<file path="config.mk">
export PLATFORM = sky130hd
export DESIGN_NAME = timer_ctl_access_router
export DESIGN_NICKNAME = d
export VERILOG_FILES = /design/src/rtl/trr_pkg.sv /design/src/rtl/trr_enc_match.sv /design/src/rtl/trr_route_direct.sv /design/src/rtl/trr_route_alias.sv /design/src/rtl/timer_ctl_access_router.sv
export SDC_FILE = /design/constraint.sdc
export NUM_CORES = 1
export LEC_CHECK = 0
export ABC_AREA = 0
export BUFFER_PORTS_ARGS = -buffer_cell sky130_fd_sc_hd__buf_2
export CORE_MARGIN = 2
export CORE_UTILIZATION = 37
export CTS_CLUSTER_DIAMETER = 60
export DETAILED_ROUTE_END_ITERATION = 10
export PLACE_DENSITY = 0.89
export REMOVE_ABC_BUFFERS = 1
export SETUP_SLACK_MARGIN = 0.5
export SYNTH_ARGS = -nofsm -noshare
export SYNTH_HDL_FRONTEND = slang
export SYNTH_HIERARCHICAL = 1
export SYNTH_SLANG_ARGS = --single-unit
export TNS_END_PERCENT = 100
</file>
<file path="constraint.sdc">
create_clock -name clk -period 2.52 [get_ports clk]
set_clock_uncertainty 0.05 [all_clocks]
set_input_delay 0.126 -clock clk [delete_from_list [all_inputs] [get_ports clk]]
set_output_delay 0.126 -clock clk [all_outputs]
set_load 0.005 [all_outputs]
</file>
<file path="src/rtl/trr_pkg.sv">
package trr_pkg;

    typedef enum logic [1:0] {
        ACT_TRAP_L1  = 2'd0,
        ACT_TRAP_L2  = 2'd1,
        ACT_UNDEF    = 2'd2,
        ACT_REDIRECT = 2'd3
    } act_e;

    typedef enum logic [1:0] {
        DST_PLAIN   = 2'd0,
        DST_HYP     = 2'd1,
        DST_SEC_HYP = 2'd2,
        DST_SLOT    = 2'd3
    } dst_e;

    typedef struct packed {
        act_e act;
        dst_e dst;
    } route_t;

    typedef struct packed {
        logic   valid;
        logic   write;
        route_t route;
    } rsp_t;

    localparam logic [1:0] LVL0 = 2'd0;
    localparam logic [1:0] LVL1 = 2'd1;
    localparam logic [1:0] LVL2 = 2'd2;
    localparam logic [1:0] LVL3 = 2'd3;

    localparam logic [2:0] NV_SLOT_ALL   = 3'b111;
    localparam logic [2:0] NV_SLOT_ALIAS = 3'b101;

    // Host-mode redirect choice shared by the level-0 and level-2 paths.
    function automatic route_t host_redirect(input logic host, input logic ns,
                                             input logic sec_impl);
        route_t r;
        r.act = ACT_REDIRECT;
        if (host && !ns && sec_impl)
            r.dst = DST_SEC_HYP;
        else if (host && ns)
            r.dst = DST_HYP;
        else
            r.dst = DST_PLAIN;
        return r;
    endfunction

endpackage

</file>
<file path="src/rtl/trr_enc_match.sv">
module trr_enc_match #(
    parameter int         OP0_W     = 2,
    parameter int         OP1_W     = 3,
    parameter int         CR_W      = 4,
    parameter int         OP2_W     = 3,
    parameter logic [1:0] OP0_VAL   = 2'b11,
    parameter logic [2:0] OP1_DIR   = 3'b011,
    parameter logic [2:0] OP1_ALIAS = 3'b101,
    parameter logic [3:0] CRN_VAL   = 4'b1110,
    parameter logic [3:0] CRM_VAL   = 4'b0010,
    parameter logic [2:0] OP2_VAL   = 3'b001
) (
    input  logic [OP0_W-1:0] op0_i,
    input  logic [OP1_W-1:0] op1_i,
    input  logic [CR_W-1:0]  crn_i,
    input  logic [CR_W-1:0]  crm_i,
    input  logic [OP2_W-1:0] op2_i,
    output logic             hit_dir_o,
    output logic             hit_alias_o
);

    logic common_hit;

    always_comb begin
        common_hit  = (op0_i == OP0_VAL) && (crn_i == CRN_VAL) &&
                      (crm_i == CRM_VAL) && (op2_i == OP2_VAL);
        hit_dir_o   = common_hit && (op1_i == OP1_DIR);
        hit_alias_o = common_hit && (op1_i == OP1_ALIAS);
    end

endmodule

</file>
<file path="src/rtl/trr_route_direct.sv">
module trr_route_direct
    import trr_pkg::*;
(
    input  logic [1:0] level_i,
    input  logic       l2_en_i,
    input  logic       host_l2_i,
    input  logic       host_l0_i,
    input  logic       trap_gen_i,
    input  logic [2:0] nv_i,
    input  logic       ns_i,
    input  logic       sec_impl_i,
    input  logic       k_l0_tmr_en_i,
    input  logic       h_l1_cnt_en_i,
    input  logic       h_l1_tmr_en_i,
    input  logic       h_l0_tmr_en_i,
    output route_t     route_o
);

    always_comb begin
        route_o.act = ACT_REDIRECT;
        route_o.dst = DST_PLAIN;
        case (level_i)
            LVL0: begin
                if (!host_l0_i && !k_l0_tmr_en_i)
                    route_o.act = (l2_en_i && trap_gen_i) ? ACT_TRAP_L2 : ACT_TRAP_L1;
                else if (l2_en_i && !host_l2_i && !h_l1_cnt_en_i)
                    route_o.act = ACT_TRAP_L2;
                else if (host_l2_i && !trap_gen_i && !h_l1_tmr_en_i)
                    route_o.act = ACT_TRAP_L2;
                else if (host_l0_i && !h_l0_tmr_en_i)
                    route_o.act = ACT_TRAP_L2;
                else
                    route_o = host_redirect(host_l0_i, ns_i, sec_impl_i);
            end
            LVL1: begin
                if (l2_en_i && !host_l2_i && !h_l1_cnt_en_i)
                    route_o.act = ACT_TRAP_L2;
                else if (host_l2_i && !h_l1_tmr_en_i)
                    route_o.act = ACT_TRAP_L2;
                else if (nv_i == NV_SLOT_ALL)
                    route_o.dst = DST_SLOT;
            end
            LVL2: route_o = host_redirect(host_l2_i, ns_i, sec_impl_i);
            default: begin
                route_o.act = ACT_REDIRECT;
                route_o.dst = DST_PLAIN;
            end
        endcase
    end

endmodule

</file>
<file path="src/rtl/trr_route_alias.sv">
module trr_route_alias
    import trr_pkg::*;
(
    input  logic [1:0] level_i,
    input  logic       l2_en_i,
    input  logic       host_l2_i,
    input  logic       host_l0_i,
    input  logic [2:0] nv_i,
    input  logic       h_l1_nv_trap_i,
    output route_t     route_o
);

    always_comb begin
        route_o.act = ACT_UNDEF;
        route_o.dst = DST_PLAIN;
        case (level_i)
            LVL0: route_o.act = ACT_UNDEF;
            LVL1: begin
                if (nv_i == NV_SLOT_ALIAS) begin
                    if (l2_en_i && !host_l0_i && h_l1_nv_trap_i) begin
                        route_o.act = ACT_TRAP_L2;
                    end else begin
                        route_o.act = ACT_REDIRECT;
                        route_o.dst = DST_SLOT;
                    end
                end else if (nv_i[0]) begin
                    route_o.act = ACT_TRAP_L2;
                end else begin
                    route_o.act = ACT_UNDEF;
                end
            end
            default: begin
                if (host_l2_i)
                    route_o.act = ACT_REDIRECT;
                else
                    route_o.act = ACT_UNDEF;
            end
        endcase
    end

endmodule

</file>
<file path="src/rtl/timer_ctl_access_router.sv">
module timer_ctl_access_router
    import trr_pkg::*;
#(
    parameter int                SYND_W      = 6,
    parameter logic [SYND_W-1:0] SYND_CLASS  = 6'h18,
    parameter int                OFF_W       = 12,
    parameter logic [OFF_W-1:0]  SLOT_OFFSET = 12'h180,
    parameter logic [1:0]        OP0_VAL     = 2'b11,
    parameter logic [2:0]        OP1_DIR     = 3'b011,
    parameter logic [2:0]        OP1_ALIAS   = 3'b101,
    parameter logic [3:0]        CRN_VAL     = 4'b1110,
    parameter logic [3:0]        CRM_VAL     = 4'b0010,
    parameter logic [2:0]        OP2_VAL     = 3'b001
) (
    input  logic              clk,
    input  logic              rst_n,
    input  logic              req_valid,
    input  logic              req_write,
    input  logic [1:0]        req_level,
    input  logic [1:0]        req_op0,
    input  logic [2:0]        req_op1,
    input  logic [3:0]        req_crn,
    input  logic [3:0]        req_crm,
    input  logic [2:0]        req_op2,
    input  logic              l2_enabled,
    input  logic              host_l2,
    input  logic              host_l0,
    input  logic              trap_general,
    input  logic [2:0]        nv_bits,
    input  logic              nonsecure,
    input  logic              sec_l2_impl,
    input  logic              kctl_l0_timer_en,
    input  logic              hctl_l1_cnt_en,
    input  logic              hctl_l1_timer_en,
    input  logic              hctl_l0_timer_en,
    input  logic              hctl_l1_nv_trap,
    output logic              rsp_valid,
    output logic              rsp_write,
    output logic              rsp_trap_l1,
    output logic              rsp_trap_l2,
    output logic              rsp_undef,
    output logic              rsp_redirect,
    output logic [1:0]        rsp_target,
    output logic [SYND_W-1:0] rsp_syndrome,
    output logic [OFF_W-1:0]  rsp_slot_offset
);

    localparam logic [SYND_W-1:0] SYND_NONE = '0;
    localparam logic [OFF_W-1:0]  OFF_NONE  = '0;

    logic   hit_dir, hit_alias;
    route_t route_dir, route_alias;
    rsp_t   rsp_d, rsp_q;

    trr_enc_match #(
        .OP0_VAL(OP0_VAL), .OP1_DIR(OP1_DIR), .OP1_ALIAS(OP1_ALIAS),
        .CRN_VAL(CRN_VAL), .CRM_VAL(CRM_VAL), .OP2_VAL(OP2_VAL)
    ) u_match (
        .op0_i(req_op0), .op1_i(req_op1), .crn_i(req_crn),
        .crm_i(req_crm), .op2_i(req_op2),
        .hit_dir_o(hit_dir), .hit_alias_o(hit_alias)
    );

    trr_route_direct u_direct (
        .level_i(req_level), .l2_en_i(l2_enabled), .host_l2_i(host_l2),
        .host_l0_i(host_l0), .trap_gen_i(trap_general), .nv_i(nv_bits),
        .ns_i(nonsecure), .sec_impl_i(sec_l2_impl),
        .k_l0_tmr_en_i(kctl_l0_timer_en), .h_l1_cnt_en_i(hctl_l1_cnt_en),
        .h_l1_tmr_en_i(hctl_l1_timer_en), .h_l0_tmr_en_i(hctl_l0_timer_en),
        .route_o(route_dir)
    );

    trr_route_alias u_alias (
        .level_i(req_level), .l2_en_i(l2_enabled), .host_l2_i(host_l2),
        .host_l0_i(host_l0), .nv_i(nv_bits), .h_l1_nv_trap_i(hctl_l1_nv_trap),
        .route_o(route_alias)
    );

    always_comb begin
        rsp_d.valid     = req_valid && (hit_dir || hit_alias);
        rsp_d.write     = req_write;
        rsp_d.route     = hit_alias ? route_alias : route_dir;
        if (!rsp_d.valid) begin
            rsp_d.write     = 1'b0;
            rsp_d.route.act = ACT_TRAP_L1;
            rsp_d.route.dst = DST_PLAIN;
        end
    end

    always_ff @(posedge clk) begin
        if (!rst_n) begin
            rsp_q.valid     <= 1'b0;
            rsp_q.write     <= 1'b0;
            rsp_q.route.act <= ACT_TRAP_L1;
            rsp_q.route.dst <= DST_PLAIN;
        end else begin
            rsp_q <= rsp_d;
        end
    end

    always_comb begin
        rsp_valid       = rsp_q.valid;
        rsp_write       = rsp_q.write;
        rsp_trap_l1     = rsp_q.valid && (rsp_q.route.act == ACT_TRAP_L1);
        rsp_trap_l2     = rsp_q.valid && (rsp_q.route.act == ACT_TRAP_L2);
        rsp_undef       = rsp_q.valid && (rsp_q.route.act == ACT_UNDEF);
        rsp_redirect    = rsp_q.valid && (rsp_q.route.act == ACT_REDIRECT);
        rsp_target      = rsp_redirect ? rsp_q.route.dst : DST_PLAIN;
        rsp_syndrome    = (rsp_trap_l1 || rsp_trap_l2) ? SYND_CLASS : SYND_NONE;
        rsp_slot_offset = (rsp_redirect && rsp_target == DST_SLOT) ? SLOT_OFFSET : OFF_NONE;
    end

    AST_NO_REQ_NO_RSP: assert property (@(posedge clk) disable iff (!rst_n)
        !req_valid |=> !rsp_valid);

    AST_ONE_OUTCOME: assert property (@(posedge clk) disable iff (!rst_n)
        rsp_valid |-> $countones({rsp_trap_l1, rsp_trap_l2, rsp_undef, rsp_redirect}) == 1);

    AST_IDLE_QUIET: assert property (@(posedge clk) disable iff (!rst_n)
        !rsp_valid |-> !(rsp_trap_l1 || rsp_trap_l2 || rsp_undef || rsp_redirect));

    AST_TRAP_SYNDROME: assert property (@(posedge clk) disable iff (!rst_n)
        (rsp_trap_l1 || rsp_trap_l2) |-> rsp_syndrome == SYND_CLASS);

    AST_SLOT_OFFSET: assert property (@(posedge clk) disable iff (!rst_n)
        (rsp_slot_offset != OFF_NONE) |-> (rsp_redirect && rsp_target == 2'd3));

    AST_L3_DIRECT_PLAIN: assert property (@(posedge clk) disable iff (!rst_n)
        (req_valid && req_level == 2'd3 && req_op0 == OP0_VAL && req_op1 == OP1_DIR &&
         req_crn == CRN_VAL && req_crm == CRM_VAL && req_op2 == OP2_VAL)
        |=> (rsp_redirect && rsp_target == 2'd0));

    AST_L0_ALIAS_UNDEF: assert property (@(posedge clk) disable iff (!rst_n)
        (req_valid && req_level == 2'd0 && req_op0 == OP0_VAL && req_op1 == OP1_ALIAS &&
         req_crn == CRN_VAL && req_crm == CRM_VAL && req_op2 == OP2_VAL)
        |=> rsp_undef);

endmodule

</file>
After elaboration in Yosys (flattened, before gate mapping)
Index checks and enable logic that the tools add are counted.

storage, ports and cells
  bits in registers = 6
  latch bits = 0
  RAM bits = 0
  ROM bits = 0
  input port bits = 36
  memories = 0

operators by class
  add/subtract/negate cells = 0
  multipliers = 0
  div/mod/pow operators = 0
  magnitude comparators = 0
  equal/unequal tests = 14
  shift-type cells = 0
  multiplexer cells = 31
  bitwise gates (word level) = 0
  reductions and logical operators = 40

operators with widths
  operator            number
  $mux 2              22
  $logic_and 1x1->1   27
  $pmux 4 s3          1
  $eq 2x2->1 const B  5
  $eq 3x3->1 const B  3
  $mux 9              1
  $logic_not 1->1     8
  $mux 5              1
  $eq 2x1->1 const B  2
  $eq 4x2->1 const B  1
  $eq 4x4->1 const B  1
  $logic_not 2->1     2
  $mux 1              4
  $mux 4              1
  $pmux 2 s2          1
  $eq 3x1->1 const B  1
  $eq 3x2->1 const B  1
  $logic_or 1x1->1    2
  $reduce_and 2->1    1

Longest topological paths before layout
Gate-level depths: netlist of run 1.

  word-level depth = 10
  gate-level depth with buffers = 7
  mapped depth without buffers = 7

Cells and area by module
The synthesis of run 1 kept the hierarchy.

by module, submodules not included
  module                   instances  cells each  area an instance (um^2)  sequential area each (um^2)
  timer_ctl_access_router  1          47          400.4                    120.1
  trr_route_direct         1          25          192.7                    0.0
  trr_enc_match            1          7           62.6                     0.0
  trr_route_alias          1          7           60.1                     0.0

Least setup slack after synthesis of run 1
OpenSTA, ideal clock, no wires.

  kind = input -> register
  start point = input req_crm[3]
  end point = register rsp_q[0] in the netlist's numbering
  data arrival time = 1.635 ns
  data required time = 2.347 ns
  path slack = 0.713 ns
  cell stages on the path = 4
  buffers on the path = 0
  path through = or4b_1 > nor4_1 > nand3b_1 > a21oi_1

between the ends
  longest elaborated chain between the ends = 7
  elaborated cells between the ends (all ways) = 9

RTL lines
  element                     RTL line                       text
  start: declaration          timer_ctl_access_router.sv:23  input logic [3:0] req_crm,
  $eq 4x2->1 (*)              trr_enc_match.sv:26            (crm_i == CRM_VAL) && (op2_i == OP2_VAL);
  $logic_and 1x1->1 (*)       trr_enc_match.sv:25            common_hit = (op0_i == OP0_VAL) && (crn_i == CRN_VAL) &&
  $logic_and 1x1->1 (*)       trr_enc_match.sv:26
  $logic_and 1x1->1 (*)       trr_enc_match.sv:28            hit_alias_o = common_hit && (op1_i == OP1_ALIAS);
  net hit_alias               timer_ctl_access_router.sv:51  logic hit_dir, hit_alias;
  $logic_or 1x1->1            timer_ctl_access_router.sv:80  rsp_d.valid = req_valid && (hit_dir || hit_alias);
  $logic_and 1x1->1           timer_ctl_access_router.sv:80
  $reduce_and 2->1 (no line)  -
  end signal: assignment      timer_ctl_access_router.sv:97  rsp_q <= rsp_d;
  end: declaration            timer_ctl_access_router.sv:53  rsp_t rsp_d, rsp_q;

Mark *: on every way through the listed nets, which the timed path passes. The rest lies on a longest branch.
A chain may end at the register's enable or synchronous reset.

Final worst setup path of run 1
  start point = input req_crm[3]
  end point = register rsp_q[3] in the netlist's numbering

between the ends
  longest elaborated chain between the ends = 7
  elaborated cells between the ends (all ways) = 9

RTL lines
  element                     RTL line                       text
  $eq 4x2->1                  trr_enc_match.sv:26
  $logic_and 1x1->1           trr_enc_match.sv:25
  $logic_and 1x1->1           trr_enc_match.sv:26
  $logic_and 1x1->1           trr_enc_match.sv:27            hit_dir_o = common_hit && (op1_i == OP1_DIR);
  net hit_dir                 timer_ctl_access_router.sv:51
  $logic_or 1x1->1            timer_ctl_access_router.sv:80
  $logic_and 1x1->1           timer_ctl_access_router.sv:80
  $reduce_and 2->1 (no line)  -

The timed path passes the listed nets, and every way through them passes these cells.

==> summary.md, run 1 <==
| Metric | Value |
|---|---|
| CTS buffer count | `3` |
| Antenna Cells | `0` |
| Largest area contributor in the netlist | `buf_4` |
| Non-Filler Instances | `~160` |
| Crit path kind | `primary input to flop` |
| Startpoint types | `primary input` |
| WL/cell | `approximately 11 um` |
| Drt drc | `0` |
| Data arrival, critical path | `~1.8 ns` |
| Avg Cell Area, Syn | `about 8.3 um^2` |
| Fillcell total | `around 190` |
| CTS Root Cell | `clkbuf_4` |
| Crit end category | `flop` |
| DRT antenna net count | `0` |
| Post-DP HPWL | `approximately 1500 um` |
| Fraction of layout cells with a size suffix above 1 | `~46%` |
| Synth top cells by count | `buf_4, dfxtp_1, a21oi_1, nand2_1, nand3b_1` |
| HP Class | `primary input to flop` |
| Core ar. | `between 1500 and 2000 um^2` |
| GPL Wtd Cong | `about 0.77` |
| Drt via density | `just under 5` |
| Post-Syn Area | `between 700 and 800 um^2` |
| Rows | `15` |
| Ports | `slightly above 60` |
| Total wire length | `roughly 1700 um` |
| Maxcap violations | `0` |
| Initial antenna violation count | `0` |
| Initial DRC count | `9` |
| Number of distinct library cells after synthesis | `38` |
| Total track usage | `approximately 15%` |
| Post-CTS resize count | `0` |
| Number of flops mapped to enable cells by yosys | `0` |
| Most common cell in the netlist | `buf_4` |
| Via count | `approximately 780` |
| Vias in the first global route | `about 660` |
| TritonCTS clock tree | `done` |
| Clock sink count | `6` |
| Cells after synthesis | `between 80 and 90` |
| Fin crit share | `between 60% and 70%` |
| Hold Violations, Final | `0` |
| Global-route wire length before repair | `approximately 2500 um` |
| 1st-pass router iterations | `5` |
| Worst vdd ir | `about 0.10 mV` |
| Placed Area | `911 um^2` |
| Outcome | `complete, no violations` |
| Largest net degree at the start of global routing | `10` |
| Area delta synth->final | `30.4%` |
| Post-synth top area share | `about 18%` |
| Pins over their slew limit | `0` |
| Crit path max fanout | `5` |
| RSZ-0062 raised after global routing | `false` |
| H-tree level count | `1` |
| Final net count | `between 150 and 200` |
| Max Fclk | `around 600 MHz` |
| Tot Pwr | `250 uW` |
| Die Width | `about 48 um` |
| Cell area after layout | `933 um^2` |
| Power density cells | `around 270 nW/um^2` |
| Die footprint | `2300 um^2` |
| Overflow after GRT | `0` |
| Register area share after synthesis | `~17%` |
| Static Leak | `0.500 nW` |
| #FFs+latches synth | `6` |
| Worst slew margin | `48.6%` |
| Worst-path clk slew | `0.05 ns` |
| Effective utilization at floorplan | `about 41%` |
| # setup viols final | `0` |
| Slew at the pin with the worst max-slew slack | `around 0.76 ns` |
| Post-CTS Setup Repair Bufs | `0` |
| TNS Setup | `0 ns` |
| Number of synthesis warnings | `6` |
| Clock Tree Buf Depth | `2` |
| # hold bufs at CTS | `0` |
| Ys flop type | `dfxtp_1` |
| Top post-synthesis cells by area | `buf_4, dfxtp_1, ha_1` |
| Port bufs | `47` |
| Die height | `about 48 um` |
| Ys async rst share | `0%` |
| Minimum clock period | `1.65 ns` |
| Placed cells | `~160` |
| Req. time, crit path | `about 2.6 ns` |
-- logic make-up after synthesis --
logic type	synth area share (%)
simple gates	43.0
buf+inv	19.9
compound gates	12.8
flops	16.8
fa+ha+maj	6.99
other cells	0.524
-- metal layers --
metal,track usage [%],vias to the layer above,wire (um)
li1,-,375,-
met1,14.0,338,554
met2,28.8,56,917
met3,2.64,12,164
met4,11.9,0,77
met5,0,-,0
-- final timing paths --
path  slack, ns   endpoint        from  cells after the start
max        0.87   rsp_q[3]  req_crm[3]                      5
min        0.08  rsp_write   req_write                      2
-- layout make-up --
class / instances / area [um^2] / share of cell area, %
clock buffer: 3 / 22.5 / 2.41
timing repair buffer: 48 / 243 / 26.0
multi-input combinational: 72 / 502 / 53.8
tap: 25 / 31.3 / 3.35
sequential: 6 / 120 / 12.9
inverter: 4 / 15.0 / 1.61
-- power by group --
part           switching [mW]  internal, mW  leakage [nW]  total [mW]
registers         0.000000492        0.0952        0.0483      0.0952
clock network          0.0331        0.0538        0.0138      0.0869
logic                  0.0326        0.0351         0.438      0.0677
-- layout by cell type (no fill, tap or decap), types with 2 or more instances in the layout --
| cell type | n |
|---|---|
| and2_1 | 2 |
| nand3b_1 | 5 |
| conb_1 | 14 |
| nand4_1 | 2 |
| or4bb_1 | 2 |
| nand2_1 | 5 |
| a211o_1 | 2 |
| buf_2 | 47 |
| ha_1 | 4 |
| o21ai_0 | 2 |
| clkbuf_4 | 3 |
| dfxtp_1 | 6 |
| and2_2 | 3 |
| and3b_1 | 2 |
| inv_1 | 4 |
| nor4_1 | 2 |
| a21oi_1 | 5 |
-- sequential cells by signal, summed over array words and instances (netlist names) --
signal     flops
rsp_write      1
rsp_valid      1
rsp_q          4
-- critical path: stages --
cell and delay [ns]:
buf_2 0.09, or4b_1 0.53, nor4_1 0.69, nand3b_1 0.15
a21oi_1 0.18
-- through the flow --
| stage | utilization, % | hold WS [ns] | setup WS, ns |
|---|---|---|---|
| after detailed placement | 51.6 | 0.335 | 0.598 |
| after global placement | 51.6 | 0.317 | 0.693 |
| final | 52.9 | 0.0847 | 0.871 |
| after global routing | 52.9 | 0.0971 | 0.663 |
| after floorplan | - | 0.233 | 0.713 |
| after CTS | 52.9 | 0.0882 | 0.862 |
Note: power is estimated with default switching activity, not from simulation.
==> inputs of run 2 (changes only) <==
- clock period: 2.52 -> 1.7 ns (I/O delays scaled with it)
==> run 2 against run 1 <==
Net effect:
- critical path depth grew 1
- wire length grew 1.5%
- first-iteration DRC count grew 67%
- clock power grew 43%
- combinational power grew 52%
- largest power group unchanged
- highest routed layer unchanged
==> summary.md, run 2 (synthesized netlist as in run 1, its figures left out) <==
| Metric | Value |
|---|---|
| Outcome | `complete, no violations` |
| Sequential Power Share | `38.4%` |
| Die Width | `around 48 um` |
| Clock sink count | `6` |
| Drt drc | `0` |
| Fillcell total | `~180` |
| Post-CTS Setup Repair Bufs | `0` |
| H-tree level count | `1` |
| Critical Path Max Stage Delay | `0.51 ns` |
| Placed cells | `between 150 and 200` |
| Crit end category | `flop` |
| Vias in the first global route | `between 600 and 700` |
| Largest net degree at the start of global routing | `7` |
| Crit path max fanout | `5` |
| Worst hold slack | `approximately 0.042 ns` |
| Fraction of layout cells with a size suffix above 1 | `50.4%` |
| Via count | `about 800` |
| Hold Violations, Final | `0` |
| TritonCTS clock tree | `done` |
| Die footprint | `2300 um^2` |
| Hold Path Cell Cnt | `2` |
| Multi-input gate area | `~520 um^2` |
| # setup viols final | `0` |
| Power density cells | `377 nW/um^2` |
| Max reg flops | `4` |
| Most frequent cells in the layout | `buf_2, conb_1, nand2_1, nand3b_1, a21oi_1` |
| Initial antenna violation count | `0` |
| Global-route wire length before repair | `between 2000 and 2500 um` |
| Post-DP HPWL | `1470 um` |
| Effective utilization at floorplan | `roughly two fifths` |
| Sw Share | `roughly a quarter` |
| Crit path kind | `primary input to flop` |
| HP Class | `primary input to flop` |
| Port bufs | `between 40 and 50` |
| Pins over their slew limit | `0` |
| Fin crit share | `between 70% and 80%` |
| Clk pwr share | `between 30 and 40%` |
| Maxcap violations | `0` |
| CP max-delay cell | `or4bb_1` |
| Final net count | `approximately 180` |
| Ports | `a little over 60` |
| CTS buffer count | `3` |
| Non-Filler Instances | `160` |
| GPL Wtd Cong | `0.746` |
| Max Fclk | `788 MHz` |
| Overflow after GRT | `0` |
| Core ar. | `between 1500 and 2000 um^2` |
| DRT antenna net count | `0` |
| CP Cell Sequence | `buf_6 > or4bb_1 > nor4_2 > buf_4 > nand3b_1 > a21oi_1` |
| 1st-pass router iterations | `4` |
| Area delta synth->final | `36.4%` |
| Minimum clock period | `between 1 and 1.5 ns` |
| Clock Tree Buf Depth | `2` |
| Rows | `15` |
| Sequential Area | `123 um^2` |
| Worst vdd ir | `0.152 mV` |
| Antenna Cells | `0` |
| Req. time, crit path | `about 1.8 ns` |
| Data arrival, critical path | `1.33 ns` |
| CTS Root Cell | `clkbuf_4` |
| WL/cell | `10.9 um` |
| Startpoint types | `primary input` |
| Total wire length | `around 1700 um` |
| Int Pwr | `275 uW` |
| Worst-path clk slew | `~0.040 ns` |
| Static Leak | `a little over 0.5 nW` |
| Total track usage | `~15%` |
| Drt via density | `between 4 and 5` |
| Commonest non-fill, non-tap cell in the layout | `buf_2` |
| Top reg by flops | `rsp_q` |
| RSZ-0062 raised after global routing | `true` |
| P_sw | `between 90 and 100 uW` |
| Die height | `48.0 um` |
| Core Util, Final | `55.3%` |
| Initial DRC count | `15` |
| Part of the power in combinational logic | `roughly 28%` |
run 2: changes by cell type in the layout (fill, tap and decap cells not counted), sizes merged:
| cell | before | now |
|---|---|---|
| buf | 48 | 50 |
run 2: per-stage QoR:
step / total power [mW] / TNS (ns) / setup WS (ns) / instance area [um^2]
4_1_cts: 0.368 / 0 / 0.434 / 970
3_3_place_gp: 0.237 / 0 / 0.195 / 918
3_5_place_dp: 0.242 / 0 / 0.126 / 918
2_1_floorplan: 0.189 / -0.315 / -0.0662 / 637
6_report: 0.368 / 0 / 0.432 / 976
5_1_grt: 0.390 / 0 / 0.378 / 976
run 2: repair_timing:
action / CTS / global route
cloned: 1 / 0
pin swaps: 8 / 0
endpoints found under the setup margin: 8 / 10
gates resized for setup: 6 / 2
hold buffers: 0 / 0
run 2: area by class of cell:
cell class	count	area share [%]
clock buffer	3	2.31
inverter	4	1.54
multi-input combinational	72	53.6
sequential	6	12.6
tap	25	3.21
timing repair buffer	50	26.8
run 2: path summary, 6_finish.rpt:
path / from / to / slack, ns
hold / removal: req_write / rsp_write / 0.04
setup / recovery: req_op1[1] / rsp_q[3] / 0.43
run 2: power by group through the flow:
stage          logic (mW)  registers (mW)  clock network [mW]
6_report            0.103           0.141               0.124
5_1_grt             0.115           0.141               0.134
3_3_place_gp       0.0932           0.144                   0
3_5_place_dp       0.0979           0.144                   0
4_1_cts             0.101           0.141               0.125
2_1_floorplan      0.0451           0.144                   0
run 2: worst max-delay path, delay by kind of cell:
family | cells | cell delay, ns
AND/OR/NAND/NOR | 3 | 0.91
buffers and inverters | 2 | 0.27
AO/OA/AOI/OAI | 1 | 0.07
run 2: metal layers:
| layer | track usage, % | wire, um | up-vias |
|---|---|---|---|
| met3 | 2.64 | 151 | 11 |
| met4 | 8.11 | 37 | 0 |
| met1 | 15.2 | 635 | 325 |
| met5 | 0 | 0 | - |
| li1 | - | - | 381 |
| met2 | 28.5 | 912 | 60 |
